**src/rtl/zps_pkg.sv**
```systemverilog
package zps_pkg;

  // Strobes handed from the gate-edge control to the polarity datapath.
  typedef struct packed {
    logic hiFall;   // high-side command turned off on this edge
    logic loFall;   // low-side command turned off on this edge
    logic blankOn;  // blanking window active, freeze the qualified polarity
  } zps_strobe_t;

endpackage

```
**src/rtl/zps_ctrl.sv**
```systemverilog
module zps_ctrl
  import zps_pkg::*;
#(
  parameter int BLANK_CYCLES = 20
) (
  input  logic        clk,
  input  logic        rstN,
  input  logic        hsOn,
  input  logic        lsOn,
  output zps_strobe_t strobe
);

  localparam int CNT_W = (BLANK_CYCLES < 1) ? 1 : $clog2(BLANK_CYCLES + 1);

  logic hsPrev;
  logic lsPrev;
  logic hiFall;
  logic loFall;
  logic deadStart;

  // Gate command history for turn-off detection.
  always_ff @(posedge clk or negedge rstN) begin
    if (!rstN) begin
      hsPrev <= 1'b0;
      lsPrev <= 1'b0;
    end else begin
      hsPrev <= hsOn;
      lsPrev <= lsOn;
    end
  end

  assign hiFall    = hsPrev & ~hsOn;
  assign loFall    = lsPrev & ~lsOn;
  assign deadStart = hiFall | loFall;

  logic blankOn;

  generate
    if (BLANK_CYCLES > 0) begin : g_blank
      logic [CNT_W-1:0] blankCnt;

      // Window counter: reloads at every dead-time start, then counts down.
      always_ff @(posedge clk or negedge rstN) begin
        if (!rstN) begin
          blankCnt <= '0;
        end else if (deadStart) begin
          blankCnt <= CNT_W'(BLANK_CYCLES);
        end else if (blankCnt != '0) begin
          blankCnt <= blankCnt - 1'b1;
        end
      end

      assign blankOn = (blankCnt != '0);
    end else begin : g_noblank
      assign blankOn = 1'b0;
    end
  endgenerate

  always_comb begin
    strobe.hiFall  = hiFall;
    strobe.loFall  = loFall;
    strobe.blankOn = blankOn;
  end

endmodule

```
**src/rtl/zps_datapath.sv**
```systemverilog
module zps_datapath
  import zps_pkg::*;
#(
  parameter int SYNC_STAGES = 2
) (
  input  logic        clk,
  input  logic        rstN,
  input  logic        polRaw,
  input  zps_strobe_t strobe,
  output logic        qualPol,
  output logic        sampledPol,
  output logic        zcsWarn
);

  localparam int STAGES = (SYNC_STAGES < 1) ? 1 : SYNC_STAGES;

  logic [STAGES-1:0] syncQ;
  logic              polSync;

  // Synchronizer chain for the asynchronous comparator output.
  generate
    for (genvar st = 0; st < STAGES; st++) begin : g_sync
      if (st == 0) begin : g_first
        always_ff @(posedge clk or negedge rstN) begin
          if (!rstN) syncQ[0] <= 1'b0;
          else       syncQ[0] <= polRaw;
        end
      end else begin : g_next
        always_ff @(posedge clk or negedge rstN) begin
          if (!rstN) syncQ[st] <= 1'b0;
          else       syncQ[st] <= syncQ[st-1];
        end
      end
    end
  endgenerate

  assign polSync = syncQ[STAGES-1];

  logic turnOff;
  logic wrongDir;

  assign turnOff  = strobe.hiFall | strobe.loFall;
  assign wrongDir = (strobe.hiFall & ~qualPol) | (strobe.loFall & qualPol);

  // Qualified polarity: follows the synchronized input outside blanking.
  always_ff @(posedge clk or negedge rstN) begin
    if (!rstN) begin
      qualPol <= 1'b0;
    end else if (!strobe.blankOn) begin
      qualPol <= polSync;
    end
  end

  // Sample at each turn-off and flag a wrong current direction.
  always_ff @(posedge clk or negedge rstN) begin
    if (!rstN) begin
      sampledPol <= 1'b0;
      zcsWarn    <= 1'b0;
    end else begin
      zcsWarn <= turnOff & wrongDir;
      if (turnOff) begin
        sampledPol <= qualPol;
      end
    end
  end

endmodule

```
**src/rtl/zps_polarity_sampler.sv**
```systemverilog
module zps_polarity_sampler
  import zps_pkg::*;
#(
  parameter int BLANK_CYCLES = 20,
  parameter int SYNC_STAGES  = 2
) (
  input  logic clk,
  input  logic rstN,
  input  logic polRaw,
  input  logic hsOn,
  input  logic lsOn,
  output logic qualPol,
  output logic sampledPol,
  output logic zcsWarn
);

  zps_strobe_t strobe;

  zps_ctrl #(
    .BLANK_CYCLES(BLANK_CYCLES)
  ) u_ctrl (
    .clk   (clk),
    .rstN  (rstN),
    .hsOn  (hsOn),
    .lsOn  (lsOn),
    .strobe(strobe)
  );

  zps_datapath #(
    .SYNC_STAGES(SYNC_STAGES)
  ) u_dp (
    .clk       (clk),
    .rstN      (rstN),
    .polRaw    (polRaw),
    .strobe    (strobe),
    .qualPol   (qualPol),
    .sampledPol(sampledPol),
    .zcsWarn   (zcsWarn)
  );

endmodule

```
**config.mk**
```make
export PLATFORM = sky130hd
export DESIGN_NAME = zps_polarity_sampler
export DESIGN_NICKNAME = d
export VERILOG_FILES = /design/src/rtl/zps_pkg.sv /design/src/rtl/zps_ctrl.sv /design/src/rtl/zps_datapath.sv /design/src/rtl/zps_polarity_sampler.sv
export SDC_FILE = /design/constraint.sdc
export NUM_CORES = 1
export LEC_CHECK = 0
export BUFFER_PORTS_ARGS = -buffer_cell sky130_fd_sc_hd__buf_2
export CAP_MARGIN = 20
export CORE_AREA = 2 2 39 41
export DETAILED_ROUTE_END_ITERATION = 7
export DIE_AREA = 0 0 41 43
export SYNTH_ARGS = -nofsm -noshare
export SYNTH_HDL_FRONTEND = slang
export SYNTH_SLANG_ARGS = --single-unit
```
**constraint.sdc**
```tcl
create_clock -name clk -period 1.55 [get_ports clk]
set_input_delay 0.31 -clock clk [delete_from_list [all_inputs] [get_ports clk]]
set_output_delay 0.31 -clock clk [all_outputs]
set_load 0.01 [all_outputs]
```
==> flow_summary.toml <==
[timing]
worstMarginPinSlew_ps = 256
finClkSkew_ps = 1.87
grt_setup_unrepaired = "yes"
min_period_ps = 1530
hold_viol = 0
slew_violations = 0
post-route-period-util_pct = 98.4
setup_viol = 0
slew_headroom_pct = 82.9
fmax_mhz = 656
finalHoldWorstSlack_ps = 140

[clocking]
cts_made_buffers = 3
cts_tree = "yes"
clock_path_buffers = 2
clock_latency_ps = 270
ctsHtreeMaxLevel = 1
cts_root_buffer = "clkbuf_4"
cts.sinks = 12
clk_pin_slew_ps = 70
cts_setup_buffers = 0

[global_route]
grt_pass1_vias = 346
grt_usage_pct = 13.1
grt_pass1_wl_um = 1380
grt.overflow.total = 0
grt_antenna_before_repair = 0
grt_start_max_net_pins = 13

[worst_setup_path]
cp_data_arrival_time_ps = 1690
criticalPathCategory = "reg -> reg"
cp.required_ps = 1710
crit_fanout = 5
worstSetupStartpointType = "flip-flop"
worstSetupEndpointType = "flip-flop"

[yosys]
synth_edf_count = 0
synthesis.nets = 45
netlist-cell-type-count = 19
syn_area_per_cell_um2 = 12.4
synth_top_area_share_pct = 61.9
synth_commonest_cells = "dfrtp_1 (12), nand2b_1 (4), nand3b_1 (3), nor2_1 (3)"
async_flop_share_pct = 100
syn_area_um2 = 485
ys_warn_count = 0
synth-seq-cells = 12
synth_flop_cell = "dfrtp_1"
synth-compound-area-share_pct = 6.19
yosysTopAreaCell = "dfrtp_1"
syn_inst = 39
synth-adder-area-share_pct = 2.58
synth.area.mux_share_pct = 5.41
synth_xor_area_share_pct = 1.80
synthSimpleGateAreaFrac_pct = 19.6
seq_area_frac_synth_pct = 61.9
synth_top_family_by_area = "simple AND/OR/NAND/NOR gates"
synth.most_common_cell = "dfrtp_1"
yosys-top-cells-area = "dfrtp_1 (62%), nand2b_1 (5.2%), nand3b_1 (4.6%)"

[route]
wl_per_cell_um = 10.7
drt_pass1_iterations = 3
drc = 0
viasPerCell = 4.64
ant_nets = 0
wirelength_um = 750
drt_iter0_markers = 2
routed-via-count = 325

[floorplan]
die_y_um = 43
die-area_um2 = 1760
pin_count = 8
core-area_um2 = 1380
initial_core_util_pct = 35.1
rows = 14
die_w_um = 41

[job]
drv_cap = 0

[layout]
design_area_um2 = 612
antenna_cells = 0
fin_util_pct = 44.2
drive_gt1_share_pct = 37.0
areaGrowthSynthToFinish_pct = 26.0
final_nets = 62

[power]
power_density_nw_per_um2 = 1520
ir_drop_uv = 699
finalPower_mw = 0.929
p_leak_nw = 0.290

[placement]
hpwlAfterDp_um = 567
placedInstanceArea_um2 = 576
io_buffer_count = 7
gp_congestion = 0.811

[outcome]
status = "finished, final reports clean"

[worst_hold_path]
hp-class = "in -> reg"
## registers in the layout, summed over array words and instances (netlist names)
signal,count
u_ctrl.hsPrev,1
u_ctrl.g_blank.blankCnt,5
u_dp.polSync,1
u_dp.syncQ,1
u_dp.qualPol,1
u_ctrl.lsPrev,1
u_dp.zcsWarn,1
u_dp.sampledPol,1
## final timing paths
kind / start / to / slack, ps / depth (start not counted)
min in group asynchronous: rstN / u_dp.qualPol / 430 / 2
worst min register to register: u_dp.syncQ[0] / u_dp.polSync / 360 / 0
max in group asynchronous: rstN / u_ctrl.lsPrev / 910 / 2
worst min-delay path: polRaw / u_dp.syncQ[0] / 140 / 1
worst max-delay path: u_ctrl.g_blank.blankCnt[0] / u_dp.qualPol / 20 / 4
worst max register to register: u_ctrl.g_blank.blankCnt[0] / u_dp.qualPol / 20 / 4
## where the power goes
group / internal, mW / total (mW) / switching [mW]
registers: 0.389 / 0.438 / 0.0486
logic: 0.178 / 0.303 / 0.124
clock network: 0.0900 / 0.188 / 0.0982
total: 0.658 / 0.929 / 0.271
## routing by layer
| metal | part of all wire (%) | up-vias | track usage [%] |
|---|---|---|---|
| li1 | - | 161 | - |
| met1 | 45 | 154 | 14.6 |
| met2 | 45 | 6 | 17.2 |
| met3 | 4.0 | 4 | 4.71 |
| met4 | 5.5 | 0 | 14.0 |
| met5 | 0 | - | 0 |
## placed cells by master (no fill, tap or decap)
| cell type | instances |
|---|---|
| nor3_1 | 1 |
| o21ai_0 | 1 |
| nand2_1 | 2 |
| xnor2_1 | 1 |
| or4b_4 | 1 |
| a211oi_2 | 1 |
| nand2b_1 | 4 |
| ha_2 | 1 |
| buf_2 | 7 |
| dlygate4sd3_1 | 1 |
| buf_4 | 5 |
| inv_1 | 2 |
| mux2_2 | 1 |
| a21oi_1 | 1 |
| mux2_4 | 1 |
| a21o_1 | 1 |
| dfrtp_1 | 12 |
| nand3b_1 | 3 |
| nor2b_1 | 1 |
| or2b_1 | 1 |
| clkbuf_4 | 3 |
| nor2_1 | 3 |
## per-stage QoR
| stage | setup WS (ps) | TNS, ps | instances |
|---|---|---|---|
| after floorplan | -63.4 | -63.4 | 39 |
| after global placement | -23.9 | -23.9 | 66 |
| after detailed placement | -57.9 | -57.9 | 66 |
| after CTS | 14.0 | 0 | 70 |
| after global routing | -45.7 | -45.7 | 70 |
| final | 24.6 | 0 | 70 |
## cell families (layout without fill, tap and decap cells)
kind of cell / after synthesis / in the layout
and+or+nand+nor: 16 / 16
DFF: 12 / 12
AOI/OAI and AO/OA: 4 / 4
buffers and inverters: 3 / 18
muxes: 2 / 2
adders and majority gates: 1 / 1
xor gates and xnor gates: 1 / 1
## timing repair
action                                 4_1_cts  5_1_grt
cloned                                       0        0
hold buffers                                 1        0
endpoints found under the hold margin       12        0
setup endpoints to repair                    2        1
gates resized for setup                      1        0
pin swaps                                    0        1
## critical path, stage by stage, from the launching register on
cell and delay, ps:
dfrtp_1 380, inv_1 60, ha_2 160, or4b_4 510, mux2_4 310
## final cells by class
cell class	count	area, um^2
multi-input cells	24	179
clock buffers	3	22.5
inverters	2	7.51
well taps	16	20.0
fillers	124	772
repair buffers	13	82.6
flip-flops and latches	12	300
Power figures use the tool's default switching activity.
